--- config.mk ---
export PLATFORM = sky130hd
export DESIGN_NAME = bpsk_load_mod
export DESIGN_NICKNAME = d
export VERILOG_FILES = /design/src/rtl/bpsk_pkg.sv /design/src/rtl/bpsk_sc_div.sv /design/src/rtl/bpsk_bit_timer.sv /design/src/rtl/bpsk_load_mod.sv
export SDC_FILE = /design/constraint.sdc
export NUM_CORES = 1
export LEC_CHECK = 0
export BUFFER_PORTS_ARGS = -buffer_cell sky130_fd_sc_hd__buf_4
export CAP_MARGIN = 20
export CORE_ASPECT_RATIO = 0.9
export CORE_MARGIN = 5
export CORE_UTILIZATION = 45
export CTS_BUF_LIST = sky130_fd_sc_hd__clkbuf_16
export DETAILED_ROUTE_END_ITERATION = 7
export PLACE_DENSITY = 0.58
export SYNTH_ARGS = -nofsm -noshare
export SYNTH_HDL_FRONTEND = slang
export SYNTH_SLANG_ARGS = --single-unit
--- constraint.sdc ---
create_clock -name clk -period 2.6 [get_ports clk]
set_input_delay 0.26 -clock clk [delete_from_list [all_inputs] [get_ports clk]]
set_output_delay 0.26 -clock clk [all_outputs]
set_load 0.05 [all_outputs]
--- src/rtl/bpsk_pkg.sv ---
package bpsk_pkg;

    // Frame sequencing of the modulator
    typedef enum logic [1:0] {
        ST_IDLE = 2'd0,
        ST_LEAD = 2'd1,
        ST_DATA = 2'd2,
        ST_TAIL = 2'd3
    } tx_state_e;

    // Rate code 0 is the slowest (power-up) bit length
    localparam logic [1:0] RATE_SLOWEST = 2'd0;

endpackage

--- src/rtl/bpsk_sc_div.sv ---
// Subcarrier divider: free-runs while run is high, parked at zero otherwise.
module bpsk_sc_div #(
    parameter int DIV = 16
) (
    input  logic clk,
    input  logic rst_n,
    input  logic run,
    output logic sc_wave,
    output logic sc_last
);
    localparam int CW = $clog2(DIV);
    localparam logic [CW-1:0] LAST = CW'(DIV - 1);
    localparam logic [CW-1:0] HALF = CW'(DIV / 2);

    logic [CW-1:0] cnt_d, cnt_q;

    always_comb begin
        cnt_d = cnt_q;
        if (!run)
            cnt_d = '0;
        else if (cnt_q == LAST)
            cnt_d = '0;
        else
            cnt_d = cnt_q + 1'b1;
    end

    always_ff @(posedge clk or negedge rst_n) begin
        if (!rst_n) cnt_q <= '0;
        else        cnt_q <= cnt_d;
    end

    assign sc_wave = (cnt_q < HALF);
    assign sc_last = run && (cnt_q == LAST);

endmodule

--- src/rtl/bpsk_bit_timer.sv ---
// Counts subcarrier cycles inside one bit; bit length = SC_MAX >> rate.
module bpsk_bit_timer #(
    parameter int SC_MAX = 8
) (
    input  logic       clk,
    input  logic       rst_n,
    input  logic       run,
    input  logic       sc_last,
    input  logic [1:0] rate,
    output logic       bit_end
);
    localparam int YW = $clog2(SC_MAX);

    logic [YW:0]   ncyc;
    logic [YW-1:0] cyc_d, cyc_q;
    logic          at_last;

    assign ncyc    = (YW+1)'(SC_MAX) >> rate;
    assign at_last = ({1'b0, cyc_q} == (ncyc - 1'b1));

    always_comb begin
        cyc_d = cyc_q;
        if (!run)
            cyc_d = '0;
        else if (sc_last)
            cyc_d = at_last ? '0 : cyc_q + 1'b1;
    end

    always_ff @(posedge clk or negedge rst_n) begin
        if (!rst_n) cyc_q <= '0;
        else        cyc_q <= cyc_d;
    end

    assign bit_end = sc_last && at_last;

endmodule

--- src/rtl/bpsk_load_mod.sv ---
module bpsk_load_mod
    import bpsk_pkg::*;
#(
    parameter int DIV       = 16,
    parameter int SC_MAX    = 8,
    parameter int LEAD_BITS = 2,
    parameter int TAIL_BITS = 2
) (
    input  logic       clk,
    input  logic       rst_n,
    input  logic       frame_req,
    input  logic       bit_in,
    input  logic [1:0] rate_sel,
    output logic       load_drive,
    output logic       bit_tick
);
    localparam int EDGE_MAX = (LEAD_BITS > TAIL_BITS) ? LEAD_BITS : TAIL_BITS;
    localparam int BW       = $clog2(EDGE_MAX + 1);
    localparam logic [BW-1:0] LEAD_LAST = BW'(LEAD_BITS - 1);
    localparam logic [BW-1:0] TAIL_LAST = BW'(TAIL_BITS - 1);

    typedef struct packed {
        tx_state_e     st;
        logic [1:0]    rate;      // captured at frame start
        logic [BW-1:0] bcnt;      // bit periods in lead-in / tail
        logic          phase;     // 0 = reference phase
        logic          last_bit;  // last value sent, 1 outside data
        logic          tick;
    } ctl_t;

    ctl_t cur_q, nxt_d;

    logic run, sc_wave, sc_last, bit_end;

    assign run = (cur_q.st != ST_IDLE);

    bpsk_sc_div #(.DIV(DIV)) u_div (
        .clk     (clk),
        .rst_n   (rst_n),
        .run     (run),
        .sc_wave (sc_wave),
        .sc_last (sc_last)
    );

    bpsk_bit_timer #(.SC_MAX(SC_MAX)) u_timer (
        .clk     (clk),
        .rst_n   (rst_n),
        .run     (run),
        .sc_last (sc_last),
        .rate    (cur_q.rate),
        .bit_end (bit_end)
    );

    always_comb begin
        nxt_d      = cur_q;
        nxt_d.tick = 1'b0;
        unique case (cur_q.st)
            ST_IDLE: begin
                if (frame_req) begin
                    nxt_d.st       = ST_LEAD;
                    nxt_d.rate     = rate_sel;
                    nxt_d.bcnt     = '0;
                    nxt_d.phase    = 1'b0;
                    nxt_d.last_bit = 1'b1;
                end
            end
            ST_LEAD: begin
                if (bit_end) begin
                    if (cur_q.bcnt == LEAD_LAST) begin
                        nxt_d.st       = ST_DATA;
                        nxt_d.bcnt     = '0;
                        nxt_d.phase    = cur_q.phase ^ (bit_in ^ cur_q.last_bit);
                        nxt_d.last_bit = bit_in;
                        nxt_d.tick     = 1'b1;
                    end else begin
                        nxt_d.bcnt = cur_q.bcnt + 1'b1;
                    end
                end
            end
            ST_DATA: begin
                if (bit_end) begin
                    if (frame_req) begin
                        nxt_d.phase    = cur_q.phase ^ (bit_in ^ cur_q.last_bit);
                        nxt_d.last_bit = bit_in;
                        nxt_d.tick     = 1'b1;
                    end else begin
                        nxt_d.st       = ST_TAIL;
                        nxt_d.bcnt     = '0;
                        nxt_d.phase    = cur_q.phase ^ ~cur_q.last_bit;
                        nxt_d.last_bit = 1'b1;
                    end
                end
            end
            ST_TAIL: begin
                if (bit_end) begin
                    if (cur_q.bcnt == TAIL_LAST) nxt_d.st   = ST_IDLE;
                    else                         nxt_d.bcnt = cur_q.bcnt + 1'b1;
                end
            end
            default: nxt_d.st = ST_IDLE;
        endcase
    end

    always_ff @(posedge clk or negedge rst_n) begin
        if (!rst_n) begin
            cur_q.st       <= ST_IDLE;
            cur_q.rate     <= RATE_SLOWEST;
            cur_q.bcnt     <= '0;
            cur_q.phase    <= 1'b0;
            cur_q.last_bit <= 1'b1;
            cur_q.tick     <= 1'b0;
        end else begin
            cur_q <= nxt_d;
        end
    end

    assign load_drive = run && (sc_wave ^ cur_q.phase);
    assign bit_tick   = cur_q.tick;

    // Observation points for the bound checker
    tx_state_e  mon_st;
    logic [1:0] mon_rate;
    logic       mon_phase;
    logic       mon_sc_last;
    assign mon_st      = cur_q.st;
    assign mon_rate    = cur_q.rate;
    assign mon_phase   = cur_q.phase;
    assign mon_sc_last = sc_last;

endmodule

==> flow_summary_export.csv, run 1 <==
group,metric,value,unit
yosys,synth_area_leader_cell,"dfrtp_1",
routing,wl_per_cell,14.5,um
routing,dr.pass1.iters,4,
power,power-per-cell-area,445,mW/mm^2
routing,via_per_inst,5.64,
die,core_area,0.00242,mm^2
worst_setup_path,worstSetupPathType,"flip-flop to flip-flop",
power,p_seq_share,44.3,%
routing,drt-met1-wl,1060,um
die,fp.dieArea,0.00362,mm^2
yosys,synth-seq-area-share,35.5,%
die,ios,8,
yosys,synth_top_area_share,33.2,%
routing,dr_wl_met3,99,um
worst_setup_path,path_cells,"inv_1, ha_1, nand4b_1, a21oi_1, o31ai_1, a221oi_2, mux2_2",
power,ir_drop,0.385,mV
yosys,synth_cell_types,42,
placed_design,place_congestion,0.766,
final_layout,fin_cells,145,
timing,fin_crit,2.28,ns
routing,vias,818,
routing,wl,2100,um
worst_setup_path,cpPeakStageDelay,0.39,ns
power,p_clk_share,52.5,%
clocking,numCtsBuffers,3,
die,die_w,62.8,um
yosys,async_flop_share,100,%
die,floorplan.initialDensity,46.6,%
final_layout,fillers,236,
final_layout,layout-drive-gt1-share,23.1,%
power,switchingPower,0.104,mW
grt,first_global_vias,802,
final_layout,final_util,52.6,%
grt,grt_pass1_wl,3870,um
yosys,postSynthAreaPerCell,10.5,um^2
status,status,"finished, final reports clean",
yosys,syn-num-nets,124,
power,intPower,0.463,mW
grt,grt_usage,13.3,%
clocking,cts_buffer_depth,2,
timing,rsz0062_at_grt,"false",
timing,drv_slew,0,
yosys,ys_ff_latch,16,
yosys,synthFlopType,"dfrtp_1",
final_layout,fin_nets,134,
timing,period_share,87.8,%
yosys,synth_edf_count,0,
timing,tns,0,ns
clocking,clock-sinks,16,
timing,tightest_slew,0.495,ns
final_layout,synthToLayoutAreaGrowth,12.7,%
routing,met2_wirelength,910,um
placed_design,place_hpwl,1590,um
die,die_y,57.6,um
clocking,htree_num_levels,1,
yosys,synth_area,0.00113,mm^2
timing,finalSetupViolCount,0,
yosys,yosysMostFrequentCell,"dfrtp_1",
die,row_count,17,
timing,hold_viol,0,
yosys,syn_inst,108,
placed_design,dp.cells,140,
routing,drc,0,
worst_setup_path,critical_path.slowest_cell,"dfrtp_1",
clocking,path_clk_slew,0.05,ns
final_layout,n_antenna_cell,0,
routing,drtIter0Drc,29,
routing,top_layer,"met4",
worst_setup_path,arrival,2.41,ns
grt,grt_overflow,0,
worst_setup_path,crit_required,2.73,ns
clocking,insertion_delay,0.25,ns
yosys,ys_top_cells_by_count,"dfrtp_1 (15), nor2_1 (12), ha_1 (10)",
placed_design,io_buffer_count,7,
power,swShare,18.4,%
power,power,0.567,mW
worst_setup_path,start_kind,"flip-flop",
final_layout,regArea,402,um^2
clocking,post_cts_buffers,0,
worst_hold_path,hold_path_class,"input pin to flip-flop",
grt,grt_max_degree,17,
run,maxCapViolCount,0,
clocking,cts_tree,"yes",
yosys,synth_area_leaders,"dfrtp_1 (33%), ha_1 (11%), mux2_2 (4.0%)",
placed_design,place_area,0.00119,mm^2
power,p_leak,0.584,nW
grt,antenna_found_initial,0,
worst_setup_path,cp_max_fo,10,
routing,ant_nets,0,
timing,skew,0.00594,ns
power,pwr-share-comb,3.2,%
clocking,root_buffer,"clkbuf_16",
final_layout,fin_area,0.00127,mm^2
timing,fmax,438,MHz
final_layout,multi_input_area,671,um^2
yosys,yosysWarningCount,0,
timing,slew_headroom,66.9,%
worst_setup_path,cp-end-kind,"flip-flop",
==> timing repair <==
item                                    in CTS  in global routing
endpoints found under the hold margin       15                  0
endpoints found under the setup margin       0                  0
hold buffers                                 1                  0
gates resized for setup                      0                  0
==> per-layer routing <==
metal  up-vias  global-route usage [%]
li1        413                       -
met1       386                    19.2
met2        15                    18.9
met3         4                    4.53
met4         0                    3.64
met5         -                       0
==> sequential cells by signal (all words and copies together) (netlist names) <==
signal	cells
u_timer.cyc_q	3
bit_tick	1
mon_rate	2
cur_q	3
u_div.cnt_q	4
mon_st	2
mon_phase	1
==> per-stage QoR <==
| step | hold slack [ns] | setup WS (ns) |
|---|---|---|
| 6_report | 0.242 | 0.317 |
| 5_1_grt | 0.241 | 0.153 |
| 4_1_cts | 0.240 | 0.304 |
| 3_5_place_dp | 0.135 | 0.322 |
| 3_3_place_gp | 0.133 | 0.404 |
| 2_1_floorplan | -0.0356 | 0.518 |
==> cell usage in the layout (no fill, tap or decap), types with 2 or more instances in the layout <==
| cell | count |
|---|---|
| nand3_1 | 2 |
| o21ai_0 | 4 |
| dfrtp_1 | 15 |
| mux2i_1 | 4 |
| inv_1 | 8 |
| a21oi_1 | 6 |
| a31oi_1 | 2 |
| o2111ai_1 | 2 |
| or2b_2 | 3 |
| nand2_1 | 5 |
| xnor2_1 | 3 |
| nor2_1 | 12 |
| ha_1 | 10 |
| buf_4 | 7 |
| mux2_2 | 4 |
| clkbuf_16 | 3 |
| xor2_1 | 2 |
==> critical path: cells and delay by family, from the launching register on <==
| kind | cells | cell delay (ns) |
|---|---|---|
| DFF | 1 | 0.39 |
| muxes | 1 | 0.36 |
| adders and majority gates | 1 | 0.33 |
| AOI/OAI and AO/OA | 3 | 0.63 |
| and+or+nand+nor | 1 | 0.34 |
| buffers and inverters | 1 | 0.11 |
==> final timing paths <==
kind / startpoint / to / slack (ns) / depth (start not counted)
max: mon_st[0] / mon_phase / 0.32 / 7
min: rate_sel[1] / mon_rate[1] / 0.24 / 2
max reg2reg: mon_st[0] / mon_phase / 0.32 / 7
min reg2reg: u_div.cnt_q[0] / u_div.cnt_q[0] / 0.46 / 1
max in group asynchronous: rst_n / cur_q[1] / 1.94 / 2
min in group asynchronous: rst_n / cur_q[3] / 0.41 / 2
==> kinds of logic after synthesis <==
kind of cell / synth area share [%]
compound gates: 20.1
xor+xnor: 3.87
fa+ha+maj: 11.1
buf+inv: 5.20
flops: 35.5
mux: 9.84
simple gates: 14.4
==> power by group through the flow <==
stage | clock network (mW) | logic [mW] | registers [mW]
finish | 0.298 | 0.0180 | 0.251
global route | 0.320 | 0.0208 | 0.251
CTS | 0.309 | 0.0186 | 0.251
detailed placement | 0 | 0.0174 | 0.255
global placement | 0 | 0.0172 | 0.255
floorplan | 0 | 0.00457 | 0.255
==> final cells by class <==
type,count,share of cell area (%)
Multi-Input combinational cell,82,52.6
Sequential cell,16,31.5
Clock buffer,3,5.89
Timing Repair Buffer,8,4.91
Tap cell,28,2.75
Inverter,7,2.06
Clock inverter,1,0.294
No activity file was read; power rests on OpenSTA's default activity.
==> inputs of run 2 (changes only) <==
--- a/config.mk
+++ b/config.mk
@@ -13,6 +13,7 @@
 export CTS_BUF_LIST = sky130_fd_sc_hd__clkbuf_16
 export DETAILED_ROUTE_END_ITERATION = 7
 export PLACE_DENSITY = 0.58
+export SETUP_SLACK_MARGIN = 0.5
 export SYNTH_ARGS = -nofsm -noshare
 export SYNTH_HDL_FRONTEND = slang
 export SYNTH_SLANG_ARGS = --single-unit
==> run 2 against run 1 <==
  * Non-clock buffer count increased by 3
  * Register-to-register slack improved by 0.29 ns
  * Fmax increased by 14%
  * Sequential share of layout area decreased by 1.3 points
  * Via count increased by 0.86%
  * Final cell count increased by 2.1%
  * Critical path type unchanged
==> flow_summary_export.csv, run 2 (synthesis gave the netlist of run 1 again) <==
group,metric,value,unit
clocking,htree_num_levels,1,
final_layout,top_register,"u_div.cnt_q",
die,floorplan.initialDensity,46.6,%
power,power-per-cell-area,426,mW/mm^2
timing,fmax,501,MHz
grt,grt_usage,13.3,%
worst_setup_path,r2r-start,"mon_st[1]",
worst_setup_path,rrSetupSlack,0.61,ns
worst_setup_path,crit_required,2.73,ns
worst_setup_path,worst-r2r-cell-count,7,
die,die_w,62.8,um
grt,grt_max_degree,17,
routing,wl_per_cell,14.7,um
power,ir_drop,0.384,mV
final_layout,multi_input_area,702,um^2
clocking,cts_tree,"yes",
final_layout,n_antenna_cell,0,
final_layout,largest_reg_flops,4,
timing,tns,0,ns
worst_setup_path,start_kind,"flip-flop",
worst_setup_path,cp-startpoint,"mon_st[1]",
die,row_count,17,
worst_hold_path,hold_path_class,"input pin to flip-flop",
routing,drtIter0Drc,27,
placed_design,dp.cells,140,
worst_setup_path,critPathCapture,"mon_phase",
timing,drv_slew,0,
timing,tightest_slew,0.422,ns
status,status,"finished, final reports clean",
routing,wl,2180,um
routing,dr.pass1.iters,6,
routing,drc,0,
worst_setup_path,cp-end-kind,"flip-flop",
timing,slew_headroom,71.1,%
final_layout,fin_cells,148,
final_layout,reg_top3,"u_div.cnt_q (4), cur_q (3), u_timer.cyc_q (3)",
die,core_area,0.00242,mm^2
timing,skew,0.00565,ns
timing,finalSetupViolCount,0,
worst_setup_path,arrival,2.12,ns
worst_setup_path,worstSetupPathType,"flip-flop to flip-flop",
run,maxCapViolCount,0,
placed_design,place_congestion,0.766,
final_layout,regArea,402,um^2
die,ios,8,
timing,period_share,76.7,%
timing,hold_viol,0,
grt,first_global_vias,808,
routing,via_per_inst,5.57,
grt,grt_overflow,0,
clocking,numCtsBuffers,3,
final_layout,layout-drive-gt1-share,27.5,%
final_layout,fin_nets,137,
final_layout,synthToLayoutAreaGrowth,17.5,%
worst_setup_path,rr_endpoint,"mon_phase",
clocking,clock-sinks,16,
placed_design,place_hpwl,1590,um
grt,grt_pass1_wl,3870,um
worst_setup_path,cp_max_fo,10,
clocking,root_buffer,"clkbuf_16",
routing,vias,825,
power,power,0.566,mW
final_layout,layout_commonest_cell,"dfrtp_1",
clocking,cts_buffer_depth,2,
clocking,path_clk_slew,0.05,ns
power,p_leak,0.599,nW
timing,rsz0062_at_grt,"false",
clocking,insertion_delay,0.25,ns
routing,ant_nets,0,
timing,fin_crit,1.99,ns
final_layout,final_cell_mix,"dfrtp_1 (15), nor2_1 (11), buf_4 (10)",
die,fp.dieArea,0.00362,mm^2
final_layout,fillers,227,
die,die_y,57.6,um
grt,antenna_found_initial,0,
placed_design,io_buffer_count,7,
[run 2: cell types whose count changed in the layout (fill, tap and decap cells not counted)]
cell,delta
nor4b_4,+1
a21oi_4,+1
a21oi_2,-1
inv_1,-1
ha_4,+1
nor2_1,-1
buf_4,+3
inv_2,+1
ha_1,-1
nor2_2,+1
nor4b_2,-1
[run 2: how the worst min path moves through the flow]
stage | end | start | cells after the start | slack [ns]
3_5_place_dp | cur_q[3] | rst_n | 1 | 0.14
5_1_grt | mon_rate[0] | rate_sel[0] | 2 | 0.24
3_3_place_gp | cur_q[4] | rst_n | 1 | 0.13
2_1_floorplan | bit_tick | rst_n | 0 | -0.04
6_report | mon_rate[1] | rate_sel[1] | 2 | 0.24
4_1_cts | mon_rate[1] | rate_sel[1] | 2 | 0.24
[run 2: area by class of cell]
class | count | area share, %
Sequential cell | 16 | 30.2
Clock buffer | 3 | 5.65
Multi-Input combinational cell | 82 | 52.8
Tap cell | 28 | 2.64
Clock inverter | 1 | 0.282
Timing Repair Buffer | 11 | 6.40
Inverter | 7 | 1.98
[run 2: where the power goes]
group          total, mW  switching [mW]  internal [mW]
combinational     0.0179         0.00956        0.00834
sequential         0.251        0.000484          0.251
clock              0.297          0.0930          0.204
total              0.566           0.103          0.463
[run 2: per-layer routing]
metal	up-vias	GRT usage [%]	wire length, um
met5	-	0	0
met4	0	3.64	24
met3	4	4.53	91
met2	13	19.1	968
met1	389	19.1	1100
li1	419	-	-
[run 2: repair_timing]
item,4_1_cts,5_1_grt
pin swaps,0,1
buffers inserted,1,2
hold buffers,1,0
endpoints found under the setup margin,2,3
endpoints found under the hold margin,15,0
gates resized for setup,2,4
[run 2: per-stage QoR]
| stage | hold slack (ns) | util (%) | instance area (um^2) | worst slack [ns] |
|---|---|---|---|---|
| finish | 0.243 | 54.8 | 1330 | 0.606 |
| CTS | 0.240 | 53.1 | 1290 | 0.525 |
| global route | 0.241 | 54.8 | 1330 | 0.478 |
| floorplan | -0.0356 | - | 1130 | 0.518 |
| detailed placement | 0.135 | 48.9 | 1190 | 0.322 |
| global placement | 0.133 | 48.9 | 1190 | 0.404 |
[run 2: worst max-delay path: stages (launching register included)]
cell	delay, ns
dfrtp_1	0.43
inv_2	0.09
ha_4	0.20
nand4b_1	0.20
a21oi_1	0.17
o31ai_1	0.11
a221oi_2	0.32
mux2_2	0.36
